## src/rtl/dma_seq_pkg.sv

```systemverilog
package dma_seq_pkg;
    localparam int WORDW = 32;
    localparam int CNTW  = 12;

    localparam logic [3:0] OP_SYNC = 4'h0;
    localparam logic [3:0] OP_XFER = 4'h1;
    localparam logic [3:0] OP_SKIP = 4'h2;
    localparam logic [3:0] OP_JUMP = 4'h7;
    localparam logic [3:0] OP_XFA  = 4'h9;
    localparam logic [3:0] OP_XFB  = 4'hB;
    localparam logic [3:0] OP_WREG = 4'hD;

    localparam int BIT_RESYNC = 15;
    localparam int BIT_IRQ1   = 24;
    localparam int BIT_IRQ2   = 25;
    localparam int BIT_EOL    = 26;
    localparam int BIT_SOL    = 27;

    typedef enum logic [2:0] {S_IDLE, S_FETCH, S_ARGS, S_RSYNC, S_EXEC} seq_st_e;
    typedef enum logic [2:0] {K_NOP, K_DMA, K_REG, K_JMP, K_BAD} kind_e;
endpackage

```

## src/rtl/dma_seq_decode.sv

```systemverilog
module dma_seq_decode
    import dma_seq_pkg::*;
(
    input  logic [3:0] op,
    output kind_e      kind,
    output logic [1:0] nargs
);
    always_comb begin
        kind  = K_BAD;
        nargs = 2'd0;
        case (op)
            OP_SYNC, OP_SKIP: begin kind = K_NOP; nargs = 2'd0; end
            OP_XFER:          begin kind = K_DMA; nargs = 2'd1; end
            OP_XFA, OP_XFB:   begin kind = K_DMA; nargs = 2'd2; end
            OP_JUMP:          begin kind = K_JMP; nargs = 2'd1; end
            OP_WREG:          begin kind = K_REG; nargs = 2'd3; end
            default:          begin kind = K_BAD; nargs = 2'd0; end
        endcase
    end
endmodule

```

## src/rtl/dma_seq_irq.sv

```systemverilog
module dma_seq_irq (
    input  logic clk,
    input  logic rst_n,
    input  logic done,
    input  logic flag1,
    input  logic flag2,
    input  logic bad,
    output logic irq1,
    output logic irq2,
    output logic irq_err
);
    typedef struct packed {
        logic p1;
        logic p2;
        logic pe;
    } irq_t;

    irq_t irq_d, irq_q;

    always_comb begin
        irq_d.p1 = done & flag1;
        irq_d.p2 = done & flag2;
        irq_d.pe = bad;
    end

    always_ff @(posedge clk or negedge rst_n) begin
        if (!rst_n) irq_q <= '0;
        else        irq_q <= irq_d;
    end

    assign irq1    = irq_q.p1;
    assign irq2    = irq_q.p2;
    assign irq_err = irq_q.pe;
endmodule

```

## src/rtl/dma_seq.sv

```systemverilog
module dma_seq
    import dma_seq_pkg::*;
#(
    parameter int AW = 10
) (
    input  logic          clk,
    input  logic          rst_n,
    input  logic          start,
    input  logic [AW-1:0] start_pc,
    output logic          busy,
    output logic [AW-1:0] imem_addr,
    input  logic [31:0]   imem_rdata,
    input  logic          sync_valid,
    input  logic [11:0]   sync_line,
    output logic          dma_valid,
    input  logic          dma_ready,
    output logic [11:0]   dma_count,
    output logic [31:0]   dma_addr,
    output logic [31:0]   dma_aux,
    output logic          dma_sol,
    output logic          dma_eol,
    output logic          reg_we,
    output logic [31:0]   reg_addr,
    output logic [31:0]   reg_wdata,
    output logic [31:0]   reg_wmask,
    output logic          irq1,
    output logic          irq2,
    output logic          irq_err
);
    localparam int NARG = 3;

    typedef struct packed {
        seq_st_e                    st;
        logic [AW-1:0]              pc;
        logic [WORDW-1:0]           ins;
        logic [1:0]                 idx;
        logic [NARG-1:0][WORDW-1:0] arg;
    } seq_t;

    seq_t seq_d, seq_q;

    kind_e      fetch_kind, cur_kind;
    logic [1:0] fetch_nargs, cur_nargs;
    logic       done, bad;

    // Decoder for the incoming word and for the latched instruction
    dma_seq_decode u_dec_fetch (.op(imem_rdata[31:28]), .kind(fetch_kind), .nargs(fetch_nargs));
    dma_seq_decode u_dec_cur   (.op(seq_q.ins[31:28]),  .kind(cur_kind),   .nargs(cur_nargs));

    always_comb begin
        seq_d = seq_q;
        done  = 1'b0;
        bad   = 1'b0;
        case (seq_q.st)
            S_IDLE: begin
                if (start) begin
                    seq_d.st = S_FETCH;
                    seq_d.pc = start_pc;
                end
            end
            S_FETCH: begin
                seq_d.ins = imem_rdata;
                seq_d.pc  = seq_q.pc + 1'b1;
                seq_d.idx = 2'd0;
                if (fetch_kind == K_BAD) begin
                    bad      = 1'b1;
                    seq_d.st = S_IDLE;
                end else if (fetch_nargs != 2'd0) begin
                    seq_d.st = S_ARGS;
                end else if (imem_rdata[BIT_RESYNC]) begin
                    seq_d.st = S_RSYNC;
                end else begin
                    seq_d.st = S_EXEC;
                end
            end
            S_ARGS: begin
                seq_d.arg[seq_q.idx] = imem_rdata;
                seq_d.pc  = seq_q.pc + 1'b1;
                seq_d.idx = seq_q.idx + 2'd1;
                if (seq_q.idx == cur_nargs - 2'd1)
                    seq_d.st = seq_q.ins[BIT_RESYNC] ? S_RSYNC : S_EXEC;
            end
            S_RSYNC: begin
                if (sync_valid && sync_line == seq_q.ins[CNTW-1:0])
                    seq_d.st = S_EXEC;
            end
            S_EXEC: begin
                case (cur_kind)
                    K_DMA: done = dma_ready;
                    K_JMP: begin
                        seq_d.pc = seq_q.arg[0][AW-1:0];
                        done     = 1'b1;
                    end
                    default: done = 1'b1;
                endcase
                if (done) seq_d.st = S_FETCH;
            end
            default: seq_d.st = S_IDLE;
        endcase
    end

    always_ff @(posedge clk or negedge rst_n) begin
        if (!rst_n) seq_q <= '0;
        else        seq_q <= seq_d;
    end

    dma_seq_irq u_irq (
        .clk(clk), .rst_n(rst_n), .done(done),
        .flag1(seq_q.ins[BIT_IRQ1]), .flag2(seq_q.ins[BIT_IRQ2]), .bad(bad),
        .irq1(irq1), .irq2(irq2), .irq_err(irq_err)
    );

    assign busy      = (seq_q.st != S_IDLE);
    assign imem_addr = seq_q.pc;
    assign dma_valid = (seq_q.st == S_EXEC) && (cur_kind == K_DMA);
    assign dma_count = seq_q.ins[CNTW-1:0];
    assign dma_addr  = seq_q.arg[0];
    assign dma_aux   = (cur_nargs == 2'd2) ? seq_q.arg[1] : '0;
    assign dma_sol   = seq_q.ins[BIT_SOL];
    assign dma_eol   = seq_q.ins[BIT_EOL];
    assign reg_we    = (seq_q.st == S_EXEC) && (cur_kind == K_REG);
    assign reg_addr  = seq_q.arg[0];
    assign reg_wdata = seq_q.arg[1] & seq_q.arg[2];
    assign reg_wmask = seq_q.arg[2];
endmodule

```

## config.mk

```make
export PLATFORM = sky130hd
export DESIGN_NAME = dma_seq
export DESIGN_NICKNAME = d
export VERILOG_FILES = /design/src/rtl/dma_seq_pkg.sv /design/src/rtl/dma_seq_decode.sv /design/src/rtl/dma_seq_irq.sv /design/src/rtl/dma_seq.sv
export SDC_FILE = /design/constraint.sdc
export NUM_CORES = 1
export LEC_CHECK = 0
export ABC_AREA = 0
export BUFFER_PORTS_ARGS = -buffer_cell sky130_fd_sc_hd__buf_4
export CORE_ASPECT_RATIO = 2
export CORE_UTILIZATION = 37
export DETAILED_ROUTE_END_ITERATION = 7
export PLACE_DENSITY = 0.64
export REMOVE_ABC_BUFFERS = 1
export SYNTH_ARGS = -nofsm -noshare
export SYNTH_HDL_FRONTEND = slang
export SYNTH_SLANG_ARGS = --single-unit
```

## constraint.sdc

```tcl
create_clock -name clk -period 2.8 [get_ports clk]
set_input_delay 0.28 -clock clk [delete_from_list [all_inputs] [get_ports clk]]
set_output_delay 0.28 -clock clk [all_outputs]
set_load 0.01 [all_outputs]
```

==> metrics, run 1 <==
Area Overhead vs Synth 26.26%; Post-CTS Setup Inserts 0; Power, Total 0.01168 W; Worst path slowest cell dfrtp_1; CTS tree built; Avg Inst Size Synth 11.64 µm²; Design Area, Final 9126 µm²; min cycle time layout 2.399 ns; worst-skew pair later-pin latency 0.41 ns; RSZ-0062 raised after global routing no; ratio of cells with drive above 1 in the final layout 0.4269; Max VDD drop around 0.00045 V; Die Y 199.7 µm; Worst slew margin 0.5690; Setup crit start seq_q[127]; Die X a little over 100 µm; drt first pass iters 6; CP Class flip-flop to output pin; NetSw around 0.0043 W; maximum clock path buffer count 2; period utilization 0.8568; WP data required roughly 2.5 ns; number of global-route vias before repair 4951; dominant cells by area after synthesis dfrtp_1 47%, mux2_1 14%, buf_4 13%, and2_1 5.8%, mux2_2 4.1%; Hold Slack 0.1006 ns; I/O Pins 249; top cells by count, synth 135 x dfrtp_1, 123 x buf_4, 90 x mux2_1; Starting Density 0.3749; type of origin of the critical path flip-flop; Clk pwr share 0.205; placed instance area about 8500 µm²; Post-synth EDFFs 0; via/cell ratio ~4.7; Slew Limit Fails 0; Least-Margin Pin Slew between 0.6 and 0.7 ns; sw frac 0.3668; initial antenna violation count 1; asr flop ratio synth 1.000; Combinational Power Share 0.460; die area ~20000 µm²; GPL Wtd Cong 0.7969; Final Hold Viols 0; DR vias 4877; Critical Path AT 2.12 ns; drt total wl 19.02 mm; Worst R2R Start seq_q[140]; post-synth top area cell dfrtp_1; Flop pwr share 0.335; CTS buffer count 17; Synth top area share 0.4674; post_cts resized 0; total of max-cap violations 0; initial DRC count 174; ys flop type dfrtp_1; Finished Core Util 0.4734; clk_skew 0.01174 ns; pwr dens 1280 nW/µm²; Mapped Cells 621; Buffers on Ports approximately 250; Synth Register Bits around 140; Mapped Area between 7000 and 8000 µm²; TNS Setup 0 ns; Routed WL per cell 18.41 µm; CTS root buffer clkbuf_16; Fmax achieved 416.8 MHz; leakage dissipation between 4 and 5 nW; final setup fails 0; Netlist cell types 54; Seq/Total Area, Yosys 0.4674; crit-path most repeated cell buf_4; Core Area 19280 µm²; internal power 0.007396 W; Final ANT Viol Nets 0; Remaining Overflow, GRT 0; # nets final 824; Max stage delay on crit path 0.45 ns; first-pass GRT wire length 28.93 mm; hold_sp imem_rdata[13]; Post-CTS Hold Fix Bufs 1; flop2flop setup slack 0.85 ns; status completed; total clock sinks 135; largest net degree at the start of global routing 68; HPWL Detailed 14.13 mm; most frequent cell after synthesis dfrtp_1; Clk pin slew, worst setup/hold paths around 0.060 ns; crit path cell chain xor2_1, o211ai_2, ha_1, buf_4, and2_1, buf_4; H-tree levels 4; Warnings, synthesis 0; Min-Delay Path Class input pin to flip-flop; DRC 0; Total GRT Usage 0.1935; Rows 72; CP Max Fanout 30; Worst setup EP type output pin
worst max-delay path, delay by kind of cell, from the launching register on:
kind                     cells  cell delay, ns
AO/OA/AOI/OAI                1            0.19
adder cells (fa/ha/maj)      1            0.22
XOR/XNOR                     1            0.20
buffers and inverters        2            0.44
flip-flops                   1            0.45
AND/OR/NAND/NOR              1            0.20
per-layer routing:
metal	wire length, µm	up-vias	track usage
li1	-	2281	-
met1	6952	2440	0.2143
met2	11030	128	0.3625
met3	584	28	0.02553
met4	452	0	0.08266
met5	0	-	0
per-stage QoR:
step	std cells	setup slack [ns]
after floorplan	477	0.5236
after global placement	999	0.8765
after detailed placement	999	0.8140
after CTS	1032	0.3482
after global routing	1033	0.2816
final	1033	0.4009
path summary, 6_finish.rpt:
check | to | cells past startpoint
max | dma_aux[9] | 6
min | reg_wmask[13] | 2
max reg2reg | reg_wmask[29] | 4
min reg2reg | reg_wmask[1] | 1
max in group asynchronous | seq_q[140] | 3
min in group asynchronous | seq_q[40] | 2
registers in the layout, summed over array words and instances, names as in the netlist:
name           flops
u_irq.irq1         1
reg_wmask         32
seq_q             44
dma_count         12
dma_addr          32
dma_sol            1
imem_addr         10
u_irq.irq_err      1
dma_eol            1
u_irq.irq2         1
final cells by class:
type	count	area (µm²)
inverter	10	37.54
clock inverter	11	171.4
sequential	135	3378
tap	259	324.1
multi-input combinational	332	2726
antenna	1	2.502
clock buffer	21	460.4
timing repair buffer	264	2026
fill	1841	10150
logic make-up after synthesis:
group,Yosys count,share of synthesized area
flip-flops,135,0.4674
XOR/XNOR,16,0.01939
buffers and inverters,154,0.1563
AO/OA/AOI/OAI,63,0.06180
multiplexers,116,0.1807
adder cells (fa/ha/maj),5,0.008655
AND/OR/NAND/NOR,132,0.1058
power by group through the flow:
| stage | sequential [W] | clock, W | combinational (W) |
|---|---|---|---|
| after floorplan | 0.00407 | 0 | 0.00229 |
| after global placement | 0.00392 | 0 | 0.00536 |
| after detailed placement | 0.00396 | 0 | 0.00545 |
| after CTS | 0.00393 | 0.00246 | 0.00546 |
| after global routing | 0.00406 | 0.00254 | 0.00587 |
| final | 0.00391 | 0.00239 | 0.00537 |
layout by cell type (no fill, tap or decap), types with 13 or more instances in the layout:
| cell type | n |
|---|---|
| xnor2_1 | 15 |
| mux2_1 | 90 |
| clkbuf_16 | 17 |
| mux2_2 | 26 |
| nand2_1 | 17 |
| o21ai_1 | 15 |
| nor2_1 | 13 |
| and2_1 | 64 |
| dfrtp_1 | 135 |
| buf_4 | 259 |
Power figures use the tool's default switching activity.
==> run 2, diff against run 1 <==
Settings changed: BUFFER_PORTS_ARGS -buffer_cell sky130_fd_sc_hd__buf_4 to default, CORE_UTILIZATION 37 to 30, DONT_BUFFER_PORTS from default to 1, PLACE_DENSITY 0.64 to 0.46.
==> run 2 against run 1 <==
  * The flow now finishes with violations (DRC, hold timing)
  * Routed wire length is 5.5% lower
  * Critical path depth is 1 lower
  * Worst hold slack worse by 0.55 ns
  * Clock skew is 0.0056 ns lower
  * Cell area is 17% lower
  * Register-to-register slack worse by 0.08 ns
  * Maximum frequency is 3.5% lower
  * Critical path type unchanged
  * Critical endpoint is now dma_aux[10]
  * Largest cell class unchanged
  * Largest power group is now registers
==> metrics, run 2 (same netlist as run 1, synthesis figures left out) <==
status complete, but fails checks (was completed); failing checks DRC, hold timing; CTS root buffer clkbuf_16 (unchanged); worst-skew pair later-pin latency 0.43 ns (was 0.41 ns); Final Hold Viols 135 (was 0); first-pass GRT wire length 28.05 mm (was 28.93 mm); Starting Density 0.3047 (was 0.3749); WL met3 793 µm (was 584 µm); register name with the most flops seq_q (unchanged); Multi-input gate area 2726 µm² (unchanged); Remaining Overflow, GRT 0 (unchanged); drt total wl 17.97 mm (was 19.02 mm); Min-Delay Path Class input pin to asynchronous set/reset pin (was input pin to flip-flop); commonest cells after routing, fill and taps aside 135 x dfrtp_1, 90 x mux2_1, 64 x and2_1 (was 259 x buf_4, 135 x dfrtp_1, 90 x mux2_1); Clk pin slew, worst setup/hold paths 0.06 ns (about the same); CP Class flip-flop to output pin (unchanged); GPL Wtd Cong 0.7938 (was 0.7969); setup slack after layout 0.3138 ns (was 0.4009 ns); total of max-cap violations 0 (unchanged); Worst setup EP type output pin (unchanged); Total GRT Usage 0.1526 (was 0.1935); number of global-route vias before repair 4614 (was 4951); Post-CTS Hold Fix Bufs 33 (was 1); ratio of cells with drive above 1 in the final layout 0.1462 (was 0.4269); Post-Route M1 WL 6.326 mm (was 6.952 mm); most common cell after layout, fill and taps aside dfrtp_1 (was buf_4); Max stage delay on crit path 0.48 ns (was 0.45 ns); type of origin of the critical path flip-flop (unchanged); final setup fails 0 (unchanged); Rows 80 (was 72); Max VDD drop 0.0005390 V (was 0.0004451 V); period utilization 0.8879 (was 0.8568); RSZ-0062 raised after global routing no (unchanged); crit path cell chain xor2_1, o211ai_2, ha_1, buf_12, and2_1 (was xor2_1, o211ai_2, ha_1, buf_4, and2_1, buf_4); Post-Place Setup Slack 0.7379 ns (was 0.8140 ns); total clock sinks 135 (unchanged); Area Overhead vs Synth 4.708% (was 26.26%); metal2 WL 10.31 mm (was 11.03 mm); initial DRC count 232 (was 174); Routed WL per cell 21.37 µm (was 18.41 µm); largest net degree at the start of global routing 136 (was 68); die area 24760 µm² (was 20130 µm²); I/O Pins 249 (unchanged); min cycle time layout 2.486 ns (was 2.399 ns); Seq. cell area 3378 µm² (unchanged); Fmax achieved 402.2 MHz (was 416.8 MHz); Least-Margin Pin Slew 0.6080 ns (was 0.6466 ns); Worst path slowest cell ha_1 (was dfrtp_1); TNS Setup 0 ns (unchanged); Slew Limit Fails 0 (unchanged); CTS buffer count 17 (unchanged); clk_skew 0.006095 ns (was 0.01174 ns); placed instance area 6604 µm² (was 8482 µm²); # nets final 605 (was 824); DRC 11 (was 0); HPWL Detailed 12.72 mm (was 14.13 mm); Post-CTS Setup Inserts 0 (unchanged); Die X 111.8 µm (was 100.8 µm); drt first pass iters 7 (was 6); leakage dissipation 3.221 nW (was 4.340 nW); Design Area, Final 7569 µm² (was 9126 µm²); Buffers on Ports 0 (was 248); maximum clock path buffer count 2 (unchanged); Worst slew margin 0.5947 (was 0.5690); Final ANT Viol Nets 0 (unchanged); Die Y 221.5 µm (was 199.7 µm); H-tree levels 4 (unchanged); max FFs per register 44 (unchanged); fillers 2384 (was 1841); initial antenna violation count 1 (unchanged); WP data required 2.52 ns (about the same); via/cell ratio 4.999 (was 4.721); Antenna Diode Count 0 (was 1); Critical Path AT 2.21 ns (was 2.12 ns); Hold Slack -0.4534 ns (was 0.1006 ns); post_cts resized 0 (unchanged); pwr dens 1300 nW/µm² (was 1280 nW/µm²); CP Max Fanout 21 (was 30); CTS tree built (unchanged); Core Area 23720 µm² (was 19280 µm²); Finished Core Util 0.3190 (was 0.4734); DR vias 4204 (was 4877); Max Used Layer met4 (unchanged)
[run 2: cell count changes in the layout (fill, tap and decap cells not counted), moves of 2 or more]
cell,before,now
buf_4,259,11
dlygate4sd3_1,1,33
inv_6,1,4
buf_12,3,1
clkbuf_1,2,0
[run 2: per-layer routing]
| metal | track usage | vias up |
|---|---|---|
| met3 | 0.04155 | 24 |
| met4 | 0.07105 | 0 |
| li1 | - | 1843 |
| met1 | 0.1523 | 2186 |
| met2 | 0.2869 | 151 |
| met5 | 0 | - |
[run 2: through the flow]
| stage | hold WS, ns | total power (W) | instances |
|---|---|---|---|
| after floorplan | -0.01559 | 0.006360 | 477 |
| after global placement | -0.01231 | 0.007360 | 776 |
| after detailed placement | -0.01330 | 0.007477 | 776 |
| after CTS | -0.4973 | 0.01003 | 841 |
| after global routing | -0.4861 | 0.01046 | 841 |
| final | -0.4534 | 0.009837 | 841 |
[run 2: area by class of cell]
cell class | instances | share of cell area
inverter | 10 | 0.004959
timing repair buffer | 45 | 0.05720
clock buffer | 18 | 0.05803
clock inverter | 14 | 0.02579
multi-input combinational | 332 | 0.3602
sequential | 135 | 0.4464
tap | 287 | 0.04745
[run 2: final timing paths]
kind	from	cells past startpoint	endpoint	slack (ns)
setup / recovery	seq_q[127]	5	dma_aux[10]	0.31
hold / removal	rst_n	0	reg_wmask[2]	-0.45
setup reg to reg	seq_q[142]	5	reg_wmask[30]	0.77
hold reg to reg	seq_q[46]	1	seq_q[46]	0.50
max in group asynchronous	rst_n	0	seq_q[60]	3.04
min in group clk	start_pc[0]	2	imem_addr[0]	0.06
[run 2: power by group]
part           internal, W  leakage, nW  switching [W]  total, W
Sequential         0.00294         1.64        0.00154   0.00448
Clock              0.00152        0.311       0.000897   0.00242
Combinational      0.00143         1.27        0.00150   0.00294
[run 2: critical path: cells and delay by family (launching register included)]
kind | cells | cell delay (ns)
xor+xnor | 1 | 0.20
buf+inv | 1 | 0.22
compound gates | 1 | 0.20
fa+ha+maj | 1 | 0.48
flops | 1 | 0.45
simple gates | 1 | 0.20
==> run 3, diff against run 2 <==
Settings changed: ABC_AREA 0 to 1, CTS_CLUSTER_SIZE from default to 28.
==> run 3 against run 2 <==
  * The run ends with hold timing left
  * Critical path depth increased by 4
  * Clock power down 2%
  * Sequential share of layout area rose by 1.3 points
  * Register-to-register slack improved by 0.13 ns
  * Final cell count up 32%
  * Sequential cell count did not move
  * Critical endpoint is now dma_aux[11]
  * Clock-buffer cell count rose by 3
==> metrics, run 3 <==
status complete, but fails checks (unchanged); failing checks hold timing (was DRC, hold timing); maximum clock path buffer count 2 (unchanged); Die X 112.6 µm (was 111.8 µm); drt total wl 18.87 mm (was 17.97 mm); CTS buffer count 17 (unchanged); CP Class flip-flop to output pin (unchanged); initial antenna violation count 0 (was 1); Worst setup EP type output pin (unchanged); Final Hold Viols 135 (unchanged); register name with the most flops seq_q (unchanged); Synth Register Bits 135 (unchanged); drt first pass iters 4 (was 7); number of global-route vias before repair 4940 (was 4614); Warnings, synthesis 0 (unchanged); multiplexer share of the synthesized area 0 (was 0.1807); Final ANT Viol Nets 0 (unchanged); dpl cells 1075 (was 776); Netlist cell types 32 (was 54); Starting Density 0.3067 (was 0.3047); worst-skew pair later-pin latency 0.43 ns (about the same); Routed WL per cell 17.05 µm (was 21.37 µm); most frequent cell after synthesis nand2_1 (was dfrtp_1); TNS Setup 0 ns (unchanged); max FFs per register 44 (unchanged); CTS root buffer clkbuf_16 (unchanged); pwr dens 1323 nW/µm² (was 1300 nW/µm²); total clock sinks 135 (unchanged); dominant cells by area after synthesis dfrtp_1 46%, nand2_1 13%, buf_4 12%, o21ai_0 8.7%, inv_1 7.6% (was dfrtp_1 47%, mux2_1 14%, buf_4 13%, and2_1 5.8%, mux2_2 4.1%); Avg Inst Size Synth 7.906 µm² (was 11.64 µm²); Critical Path AT 2.14 ns (was 2.21 ns); RSZ-0062 raised after global routing no (unchanged); clk_skew 0.01124 ns (was 0.006095 ns); Flop pwr share 0.421 (was 0.455); Synth Area in XOR/XNOR 0.001194 (was 0.01939); Min-Delay Path Class input pin to asynchronous set/reset pin (unchanged); Rows 80 (unchanged); fillers 2558 (was 2384); ratio of cells with drive above 1 in the final layout 0.08171 (was 0.1462); Worst R2R Start seq_q[141] (was seq_q[142]); Setup crit start seq_q[126] (was seq_q[127]); sw frac 0.4450 (was 0.4008); Synth top area share 0.4604 (was 0.4674); ys flop type dfrtp_1 (unchanged); period utilization 0.8627 (was 0.8879); Synth Area in Compound Gates 0.1182 (was 0.06180); internal power 0.005403 W (was 0.005894 W); post-synth top area cell dfrtp_1 (unchanged); Power, Total 0.009735 W (was 0.009837 W); leakage dissipation 4.016 nW (was 3.221 nW); Antenna Diode Count 0 (unchanged); Hold Slack -0.4593 ns (was -0.4534 ns); via/cell ratio 4.499 (was 4.999); Finished Core Util 0.3076 (was 0.3190); Seq/Total Area, Yosys 0.4604 (was 0.4674); min cycle time layout 2.416 ns (was 2.486 ns); HPWL Detailed 13.64 mm (was 12.72 mm); total of max-cap violations 0 (unchanged); Least-Margin Pin Slew 0.5920 ns (was 0.6080 ns); type of origin of the critical path flip-flop (unchanged); non-filler cells, final 1107 (was 841); Post-synth EDFFs 0 (unchanged); Synth Area in Adders 0.008527 (was 0.008655); commonest cells after routing, fill and taps aside 257 x nand2_1, 148 x inv_1, 135 x dfrtp_1 (was 135 x dfrtp_1, 90 x mux2_1, 64 x and2_1); asr flop ratio synth 1.000 (unchanged); Buffers on Ports 0 (unchanged); die area 25120 µm² (was 24760 µm²); Remaining Overflow, GRT 0 (unchanged); Clk pin slew, worst setup/hold paths 0.06 ns (about the same); largest net degree at the start of global routing 136 (unchanged); CP Max Fanout 21 (unchanged); Core Area 23920 µm² (was 23720 µm²); largest family of logic cells by synthesized area buffers and inverters (was multiplexers); Max VDD drop 0.0004096 V (was 0.0005390 V); Total GRT Usage 0.1573 (was 0.1526); most common cell after layout, fill and taps aside nand2_1 (was dfrtp_1); simple-gate share of the synthesized area 0.1922 (was 0.1058); Fmax achieved 414.0 MHz (was 402.2 MHz); final setup fails 0 (unchanged); Worst slew margin 0.6039 (was 0.5947); Die Y 223.2 µm (was 221.5 µm); NetSw 0.004332 W (was 0.003942 W); Combinational Power Share 0.335 (was 0.299); CTS tree built (unchanged); GPL Wtd Cong 0.7885 (was 0.7938); first-pass GRT wire length 29.16 mm (was 28.05 mm); Area Overhead vs Synth 0.3070% (was 4.708%); H-tree levels 4 (unchanged); Clk pwr share 0.244 (was 0.246); Post-CTS Hold Fix Bufs 2 (was 33); DRC 0 (was 11); Slew Limit Fails 0 (unchanged); WP data required 2.52 ns (about the same); # nets final 873 (was 605); Mapped Area 7337 µm² (was 7228 µm²); Mapped Cells 928 (was 621); top cells by count, synth 257 x nand2_1, 148 x inv_1, 135 x dfrtp_1 (was 135 x dfrtp_1, 123 x buf_4, 90 x mux2_1); initial DRC count 236 (was 232); I/O Pins 249 (unchanged); DR vias 4980 (was 4204)
-- run 3: cells by family after synthesis --
| group | after synthesis |
|---|---|
| AND/OR/NAND/NOR | 339 |
| AO/OA/AOI/OAI | 148 |
| flip-flops | 135 |
| buffers and inverters | 300 |
| XOR/XNOR | 1 |
| adder cells (fa/ha/maj) | 5 |
-- run 3: path summary, 6_finish.rpt --
check                           endpoint  slack, ns  depth (start not counted)
setup / recovery             dma_aux[11]       0.38                          9
hold / removal              reg_wmask[4]      -0.46                          0
setup reg to reg            dma_addr[17]       0.90                          7
hold reg to reg               seq_q[123]       0.48                          2
max in group asynchronous   dma_addr[30]       3.03                          0
min in group clk           reg_wmask[23]       0.04                          2
-- run 3: critical path, cell delays in order, from the launching register on --
cell and delay [ns]:
dfrtp_1 0.38, inv_1 0.10, nor2_1 0.06, nand2_1 0.10, nand3_1 0.10, inv_1 0.07, ha_2 0.32, buf_4 0.35
nand2_1 0.09, inv_1 0.11
-- run 3: routing by layer --
layer / routed length [µm] / vias up / share of wire / global-route usage
li1: - / 2478 / - / -
met5: 0 / - / 0 / 0
met4: 444 / 0 / 0.024 / 0.06925
met3: 828 / 21 / 0.044 / 0.04564
met1: 7135 / 2344 / 0.38 / 0.1622
met2: 10470 / 137 / 0.55 / 0.2899
-- run 3: stage by stage --
| stage | cell area [µm²] | worst slack, ns | hold WS, ns |
|---|---|---|---|
| 6_report | 7360 | 0.3844 | -0.4593 |
| 5_1_grt | 7360 | 0.1426 | -0.4931 |
| 4_1_cts | 7360 | 0.2944 | -0.4959 |
| 3_5_place_dp | 6729 | 0.7855 | -0.01097 |
| 3_3_place_gp | 6729 | 0.8019 | -0.01155 |
| 2_1_floorplan | 6310 | 0.9542 | -0.01559 |
-- run 3: what timing repair did --
item                                   in CTS  in global routing
setup endpoints to repair                   0                  0
setup buffers                               0                  0
endpoints found under the hold margin     137                135
gates resized for setup                     0                  0
-- run 3: area by class of cell --
class                      count  area (µm²)  share of cell area
multi-input combinational    493        2351              0.3194
sequential                   135        3378              0.4590
clock inverter                 9       150.1             0.02040
timing repair buffer           8       77.57             0.01054
tap                          287       359.1             0.04879
clock buffer                  21       460.4             0.06256
inverter                     154       583.1             0.07922
-- run 3: power by group through the flow --
stage / Combinational, W / Clock, W / Sequential, W
after global placement: 0.00328 / 0 / 0.00416
after detailed placement: 0.00333 / 0 / 0.00416
after CTS: 0.00334 / 0.00247 / 0.00414
after floorplan: 0.00269 / 0 / 0.00377
after global routing: 0.00378 / 0.00252 / 0.00424
final: 0.00326 / 0.00237 / 0.00410
